<file path="src/rtl/tach_meter_pkg.sv">
package tach_meter_pkg;

    typedef enum logic [1:0] {
        EM_FALL = 2'b00,
        EM_RISE = 2'b01,
        EM_BOTH = 2'b10,
        EM_NONE = 2'b11
    } edge_mode_e;

    typedef enum logic [1:0] {
        ST_IDLE = 2'b00,
        ST_ARM  = 2'b01,
        ST_MEAS = 2'b10
    } meas_state_e;

    typedef struct packed {
        logic rise;
        logic fall;
    } edge_pair_t;

    // Fixed scale between the unit input and the window length in ticks
    localparam int unsigned WIN_SHIFT = 4;

    function automatic logic edge_hit(edge_mode_e m, edge_pair_t e);
        case (m)
            EM_FALL: return e.fall;
            EM_RISE: return e.rise;
            EM_BOTH: return e.rise | e.fall;
            default: return 1'b0;
        endcase
    endfunction

    // Terminal prescaler value for a select code: divide ratio minus one
    function automatic int unsigned presc_last(int unsigned sel);
        return (32'd4 << (2 * sel)) - 32'd1;
    endfunction

endpackage

</file>
<file path="src/rtl/tach_edge_det.sv">
module tach_edge_det
    import tach_meter_pkg::*;
#(
    parameter int SYNC_STAGES = 2
) (
    input  logic       clk,
    input  logic       rst,
    input  logic       tach_in,
    output edge_pair_t edges
);
    // Synchroniser stages plus one history flop for edge detection
    logic [SYNC_STAGES:0] chain;

    always_ff @(posedge clk) begin
        if (rst) chain[0] <= 1'b0;
        else     chain[0] <= tach_in;
    end

    for (genvar i = 1; i <= SYNC_STAGES; i++) begin : g_stage
        always_ff @(posedge clk) begin
            if (rst) chain[i] <= 1'b0;
            else     chain[i] <= chain[i-1];
        end
    end

    always_comb begin
        edges.rise = chain[SYNC_STAGES-1] & ~chain[SYNC_STAGES];
        edges.fall = ~chain[SYNC_STAGES-1] & chain[SYNC_STAGES];
    end
endmodule

</file>
<file path="src/rtl/tach_prescaler.sv">
module tach_prescaler
    import tach_meter_pkg::*;
#(
    parameter int DIV_W = 2
) (
    input  logic             clk,
    input  logic             rst,
    input  logic             restart,
    input  logic [DIV_W-1:0] div_sel,
    output logic             tick
);
    localparam int PRE_W = 2 + 2 * ((1 << DIV_W) - 1);

    logic [PRE_W-1:0] pcnt;
    logic [PRE_W-1:0] last;

    assign last = PRE_W'(presc_last(32'(div_sel)));
    assign tick = (pcnt >= last);

    always_ff @(posedge clk) begin
        if (rst || restart) pcnt <= '0;
        else if (tick)      pcnt <= '0;
        else                pcnt <= pcnt + 1'b1;
    end
endmodule

</file>
<file path="src/rtl/tach_meas_fsm.sv">
module tach_meas_fsm
    import tach_meter_pkg::*;
#(
    parameter int UNIT_W = 16,
    parameter int CNT_W  = 20
) (
    input  logic              clk,
    input  logic              rst,
    input  logic              chan_en,
    input  logic              start,
    input  logic              tick,
    input  logic              hit,
    input  logic [UNIT_W-1:0] unit,
    output logic              done,
    output logic [CNT_W-1:0]  result
);
    localparam int LIM_W = UNIT_W + WIN_SHIFT;
    localparam logic [CNT_W-1:0] CNT_MAX = '1;

    meas_state_e      st;
    logic [CNT_W-1:0] cnt;
    logic [LIM_W-1:0] win;
    logic [LIM_W-1:0] limit;
    logic             expired;
    logic [CNT_W-1:0] cnt_next;

    assign limit    = {unit, {WIN_SHIFT{1'b0}}};
    assign expired  = (win >= limit);
    assign cnt_next = (tick && cnt != CNT_MAX) ? cnt + 1'b1 : cnt;

    always_ff @(posedge clk) begin
        if (rst || !chan_en) begin
            st     <= ST_IDLE;
            done   <= 1'b0;
            result <= '0;
            cnt    <= '0;
            win    <= '0;
        end else if (start) begin
            st     <= ST_ARM;
            done   <= 1'b0;
            result <= '0;
            cnt    <= '0;
            win    <= '0;
        end else begin
            if (st != ST_IDLE && tick && !expired) win <= win + 1'b1;
            case (st)
                ST_ARM: begin
                    if (hit) begin
                        st  <= ST_MEAS;
                        cnt <= '0;
                    end else if (expired) begin
                        st   <= ST_IDLE;
                        done <= 1'b1;
                    end
                end
                ST_MEAS: begin
                    if (hit) begin
                        st     <= ST_IDLE;
                        done   <= 1'b1;
                        result <= cnt_next;
                    end else if (expired) begin
                        st   <= ST_IDLE;
                        done <= 1'b1;
                    end else begin
                        cnt <= cnt_next;
                    end
                end
                default: ;
            endcase
        end
    end
endmodule

</file>
<file path="src/rtl/tach_period_meter.sv">
module tach_period_meter
    import tach_meter_pkg::*;
#(
    parameter int DIV_W       = 2,
    parameter int UNIT_W      = 16,
    parameter int CNT_W       = 20,
    parameter int SYNC_STAGES = 2
) (
    input  logic              clk,
    input  logic              rst,
    input  logic              tach_in,
    input  logic              chan_en,
    input  logic [1:0]        edge_mode,
    input  logic [DIV_W-1:0]  div_sel,
    input  logic [UNIT_W-1:0] unit,
    input  logic              trigger,
    output logic              done,
    output logic [CNT_W-1:0]  count
);
    logic       trg_q;
    logic       start;
    logic       tick;
    logic       hit;
    edge_pair_t edges;

    always_ff @(posedge clk) begin
        if (rst) trg_q <= 1'b0;
        else     trg_q <= trigger;
    end

    assign start = trigger & ~trg_q & chan_en;
    assign hit   = edge_hit(edge_mode_e'(edge_mode), edges);

    tach_edge_det #(.SYNC_STAGES(SYNC_STAGES)) u_edge (
        .clk     (clk),
        .rst     (rst),
        .tach_in (tach_in),
        .edges   (edges)
    );

    tach_prescaler #(.DIV_W(DIV_W)) u_presc (
        .clk     (clk),
        .rst     (rst),
        .restart (start),
        .div_sel (div_sel),
        .tick    (tick)
    );

    tach_meas_fsm #(.UNIT_W(UNIT_W), .CNT_W(CNT_W)) u_fsm (
        .clk     (clk),
        .rst     (rst),
        .chan_en (chan_en),
        .start   (start),
        .tick    (tick),
        .hit     (hit),
        .unit    (unit),
        .done    (done),
        .result  (count)
    );
endmodule

</file>
<file path="config.mk">
export PLATFORM = sky130hd
export DESIGN_NAME = tach_period_meter
export DESIGN_NICKNAME = d
export VERILOG_FILES = /design/src/rtl/tach_meter_pkg.sv /design/src/rtl/tach_edge_det.sv /design/src/rtl/tach_prescaler.sv /design/src/rtl/tach_meas_fsm.sv /design/src/rtl/tach_period_meter.sv
export SDC_FILE = /design/constraint.sdc
export NUM_CORES = 1
export LEC_CHECK = 0
export ABC_AREA = 1
export BUFFER_PORTS_ARGS = -buffer_cell sky130_fd_sc_hd__buf_2
export CAP_MARGIN = 20
export CORE_MARGIN = 4
export CORE_UTILIZATION = 64
export CTS_CLUSTER_DIAMETER = 150
export DETAILED_ROUTE_END_ITERATION = 12
export PLACE_DENSITY = 0.84
export SLEW_MARGIN = 0
export SYNTH_ARGS = -nofsm -noshare
export SYNTH_HDL_FRONTEND = slang
export SYNTH_SLANG_ARGS = --single-unit
</file>
<file path="constraint.sdc">
create_clock -name clk -period 4.1 [get_ports clk]
set_input_delay 0.82 -clock clk [delete_from_list [all_inputs] [get_ports clk]]
set_output_delay 0.82 -clock clk [all_outputs]
set_load 0.005 [all_outputs]
</file>
## Word level (Yosys, flattened, before mapping)

Cells that the tools add are included.

- Add/sub/neg operators: 4
- $lt $le $gt $ge: 2
- Equal/unequal tests: 9
- Shift operators: 1
- Mux-type cells: 15
- Bitwise gates (word level): 8
- Reduce and logical (&&, ||, !) cells: 16

Operators by type and width:

| kind | count |
|---|---|
| 2-to-1 mux 20 bit | 4 |
| adder 20 x 1 -> 20 bit (second input constant) | 2 |
| case mux 20 bit (2 select lines) | 1 |
| >= comparator 20 bit | 1 |
| inequality test 20 bit (second input constant) | 1 |
| adder 8 x 1 -> 8 bit (second input constant) | 1 |
| >= comparator 8 bit | 1 |
| inequality test 2 bit (second input constant) | 4 |
| << shifter 3 x 3 -> 8 bit (first input constant) | 1 |
| subtractor 8 x 1 -> 8 bit (second input constant) | 1 |
| 2-to-1 mux 2 bit | 3 |
| AND 1 bit | 4 |
| equality test 2 x 1 -> 1 bit (second input constant) | 2 |
| equality test 2 bit (second input constant) | 2 |
| 2-to-1 mux 1 bit | 4 |
| case mux 2 bit (2 select lines) | 1 |
| AND reduction 2 bit | 2 |
| AND reduction 4 bit | 1 |
| nonzero test 2 bit | 2 |
| OR reduction 2 bit | 2 |
| logical AND 1 bit | 3 |
| NOT 1 bit | 3 |
| case mux 1 bit (3 select lines) | 1 |
| nonzero test 3 bit | 1 |
| 5 further kinds | 7 |

- Flip-flop bits (word level): 75
- Bits of input ports: 25
- Output and inout port bits: 21
- Logic and storage cells: 66

## Longest topological paths before layout

- Word-level depth: 8
- Mapped depth: 18
- Mapped depth without buffers: 17

## Cells and area by module

Synthesis repeated with hierarchy kept, for this count alone.

- Cell total of the unflattened synthesis: 731
- Area total of the unflattened synthesis: 4808.4 um^2

Modules (own cells, without submodules):

| module | times used | cells each | area each (um^2) |
|---|---|---|---|
| tach_meas_fsm | 1 | 629 | 4057.6 |
| tach_prescaler | 1 | 78 | 594.3 |
| tach_edge_det | 1 | 12 | 93.8 |
| tach_period_meter | 1 | 12 | 62.6 |

## Worst setup path before layout

No wires, ideal clock.

- Kind: input to register
- From: in div_sel[1]
- To: reg u_fsm.result[17]
- Data arrival time: 2.459 ns
- Data required time: 3.985 ns
- Setup slack: 1.526 ns
- Cell stages on the path: 15
- Cell sequence: nor2_1 inv_1 ha_1 ha_1 a21oi_1 nor2_1 nor2_1 nand2_1 nand2_4 inv_4 buf_6 nand3b_1 nand2_1 o21ai_0 inv_1

- Word-level cells in the longest chain between the ends: 5

RTL lines:

| what | RTL line | RTL |
|---|---|---|
| from (decl) | tach_period_meter.sv:14 | `input logic [DIV_W-1:0] div_sel,` |
| << shifter 3 x 3 -> 8 bit | tach_meter_pkg.sv:35 | `return (32'd4 << (2 * sel)) - 32'd1;` |
| subtractor 8 x 1 -> 8 bit | tach_meter_pkg.sv:35 |  |
| >= comparator 8 bit | tach_prescaler.sv:18 | `assign tick = (pcnt >= last);` |
| logical AND 1 bit | tach_meas_fsm.sv:29 | `assign cnt_next = (tick && cnt != CNT_MAX) ? cnt + 1'b1 : cnt;` |
| 2-to-1 mux 20 bit | tach_meas_fsm.sv:29 |  |
| to (signal assigned) | tach_meas_fsm.sv:60 | `result <= cnt_next;` |
| to (decl) | tach_meas_fsm.sv:15 | `output logic [CNT_W-1:0] result` |

Every way passes these cells.
A chain may end at the register's enable or synchronous reset.

## Worst setup path in the final report

- From: in div_sel[1]
- To: reg u_fsm.win[2]

- Word-level cells in the longest chain between the ends: 5

RTL lines:

| what | RTL line | RTL |
|---|---|---|
| << shifter 3 x 3 -> 8 bit | tach_meter_pkg.sv:35 |  |
| subtractor 8 x 1 -> 8 bit | tach_meter_pkg.sv:35 |  |
| >= comparator 8 bit | tach_prescaler.sv:18 |  |
| logical AND 1 bit (2 in series) | tach_meas_fsm.sv:45 | `if (st != ST_IDLE && tick && !expired) win <= win + 1'b1;` |
| to (signal assigned) | tach_meas_fsm.sv:45 |  |
| to (decl) | tach_meas_fsm.sv:22 | `logic [LIM_W-1:0] win;` |

Every way passes these cells.

==> summary.md <==
| Metric | Value |
|---|---|
| R2R setup slack | 1.49 ns |
| Seq cells post-synth | 75 |
| Fraction of layout cells with a size suffix above 1 | between 10% and 20% |
| CP startpoint kind | input port |
| CP Capture Type | flip-flop |
| Crit-path slowest cell | inv_1 |
| Fillers | 631 |
| Setup Fix Bufs, Post-CTS | 0 |
| DIE AREA | 0.008840 sq mm |
| Post-Syn Area | 0.004736 sq mm |
| RSZ-0062 raised after global routing | false |
| Post-synth cell types | 34 |
| PwrDens | 255.1 mW/mm^2 |
| Peak VDD IR | 196.6 uV |
| Avg Cell Area, Syn | 6.577 sq um |
| Syn_nets | 777 |
| Ys Warns | 0 |
| Initial antenna violation count | 0 |
| Most used cell, CP | nand2_1 |
| Resized Gates After CTS | 0 |
| DR vias | 4504 |
| Pins Over Slew Limit | 0 |
| Slew HR | between 30% and 40% |
| Worst r2r src | u_edge.chain[1] |
| Min Tclk post-route | 2.865 ns |
| Cts bufs inserted | 9 |
| Crit path DAT | 3.15 ns |
| R2R depth | 10 |
| Routed WL | 10.36 mm |
| Gate Count Post-Synth | 720 |
| Critical Path Stages | 14 |
| # setup viols final | 0 |
| Crit path max-delay family | buffers and inverters |
| Core ar. | 0.007214 sq mm |
| Routed Antenna Nets | 0 |
| Clock Pin Slew Worst Setup and Hold Paths | 0.07 ns |
| Starting density of the core | 65.64% |
| Reg2Reg Capture Point | u_fsm.cnt[17] |
| Nets | 815 |
| First DRT Iteration DRCs | between 200 and 250 |
| Clock Path Buffers | 2 |
| Grt ovf | 0 |
| Max-cap viol count | 0 |
| Largest net degree at the start of global routing | 40 |
| Vias in the first global route | 4052 |
| Largest area contributor in the netlist | dfxtp_1 |
| Status | finished, final reports clean |
| Worst EP required | around 4.4 ns |
| Bufs and invs on worst path | 4 |
| Avg Vias per Cell | about 5.2 |
| Worst Hold End | u_edge.chain[1] |
| Gr usage total | 24.59% |
| Wire per inst | ~12 um |
| Clock Tree Root | clkbuf_8 |
| Final hold viol count | 0 |
| First-pass GRT wire length | 17.66 mm |
| TNS Setup | 0 ns |
| Crit path cell chain | buf_2, nor2_1, inv_1, ha_1, ha_1, nand2_1, nor2_1, nand2_1, a21oi_1, nand2_1, buf_4, inv_1, nand2_1, a21oi_1 |
| Tightest Hold Check Type | flip-flop to flip-flop |
| Die height | between 90 and 100 um |
| Initial DRT Pass Iterations | 5 |
| Worst skew pair latency | 0.35 ns |
| CTS tree | built |
| WS Path Type | input port to flip-flop |
| DP Cell Count | 845 |
| Synth-to-Final Area Change | 9.934% |
| Dpl hpwl | 7.639 mm |
| Hold depth | 2 |
| Synth top area cells | dfxtp_1 (32%), nand2_1 (17%), ha_1 (8.5%) |
| Hold slack final | just over 0.4 ns |
| FF/Latch Area | 0.001501 sq mm |
| Fin crit share | about 70% |
| Clk_skew | 0.009838 ns |
| H-tree depth | 3 |
| CTS sink cnt | 75 |
| Crit path largest cell delay | 0.45 ns |
| # hold bufs at CTS | 0 |
| Actual slew at the worst max-slew pin | 0.9749 ns |
| LEAKAGE | 0.002382 uW |
| ANT cells | 0 |
| Share of the synthesized area in the top cell type | 31.70% |
| Hold Path Origin | u_edge.chain[0] |
| Die X | 94.02 um |
| Area of the multi-input gates | ~0.0027 sq mm |
| IO buf count | 45 |
| Register area share after synthesis | a little under a third |
| CP max FO | 21 |
| Site row count | 31 |
| Drt drc | 0 |
| # IOs | 46 |
| Placer Congestion | between 0.9 and 1 |
| F_max | ~0.35 GHz |
| Non-Filler Instances | 862 |
-- cell usage in the layout (no fill, tap or decap), types with 2 or more instances in the layout --
cell / instances
a21oi_1: 70
a21o_1: 3
buf_4: 6
xor2_1: 20
nand3_1: 37
clkbuf_8: 11
ha_1: 32
nor2_1: 63
nor4_1: 3
o21ai_1: 3
nand2_2: 4
xnor2_1: 14
nand3_2: 2
clkinv_2: 2
dfxtp_1: 75
buf_2: 45
o21ai_0: 24
clkbuf_1: 3
nand3b_1: 6
nor3_1: 9
inv_1: 95
nand4_1: 12
nand2_1: 209
nor2_2: 3
-- tightest hold or removal path, stage by stage (launching register included) --
cell     delay, ns
dfxtp_1       0.30
inv_1         0.04
nor2_1        0.03
-- registers in the layout, indices dropped and copies added (netlist names) --
name	count
u_fsm.result	20
u_fsm.done	1
u_fsm.cnt	20
u_edge.chain	3
trg_q	1
u_presc.pcnt	8
u_fsm.win	20
u_fsm.st	2
-- where the power goes --
group          leakage (uW)  switching [uW]  internal, uW
clock             0.0000905             265           252
sequential         0.000605            3.60           733
combinational       0.00169            44.5          29.6
total               0.00238             313          1010
-- final cells by class --
class	count	area share (%)
clock inverter	2	0.1923
multi-input combinational	524	52.78
clock buffer	14	3.124
sequential	75	28.84
timing repair buffer	52	5.720
tap	99	2.379
inverter	96	6.969
-- kinds of logic after synthesis --
group	after synthesis	share of synthesized area, %
buf+inv	121	10.28
fa+ha+maj	32	8.454
simple gates	353	31.70
compound gates	105	11.57
xor+xnor	34	6.288
flops	75	31.70
-- metal layers --
layer	global-route usage (%)	share of wire, %
met3	3.526	4.7
met4	9.025	1.9
met5	0	0
met2	40.86	46
met1	32.34	47
-- through the flow --
step	utilization (%)	cell area, sq um	setup slack (ns)	total power [uW]
final	72.16	5206	1.235	1328
after global routing	72.16	5206	1.048	1378
after CTS	71.78	5179	1.283	1333
after detailed placement	69.39	5006	0.9314	827.5
after global placement	69.39	5006	1.008	823.0
after floorplan	-	4736	1.526	800.8
-- synthesized netlist by cell type, drive strengths merged --
library cell,count
nand4,12
nand3,39
clkbuf,13
or2,1
nor4,3
nor2,66
xor2,20
nand2,214
o21ai,28
o21bai,1
o211ai,1
a21o,3
buf,12
dfxtp,75
nand3b,6
ha,32
and2,1
o21a,1
inv,96
a21oi,71
xnor2,14
nor3,10
nor3b,1
-- worst max path at each step --
| stage | to | slack, ns | start |
|---|---|---|---|
| 6_report | u_fsm.win[2] | 1.23 | div_sel[1] |
| 5_1_grt | u_fsm.win[11] | 1.05 | div_sel[1] |
| 3_3_place_gp | u_fsm.win[5] | 1.01 | div_sel[1] |
| 2_1_floorplan | u_fsm.result[17] | 1.53 | div_sel[1] |
| 4_1_cts | u_fsm.win[18] | 1.28 | div_sel[1] |
| 3_5_place_dp | u_fsm.win[18] | 0.93 | div_sel[1] |
(Power assumes the default switching activity.)
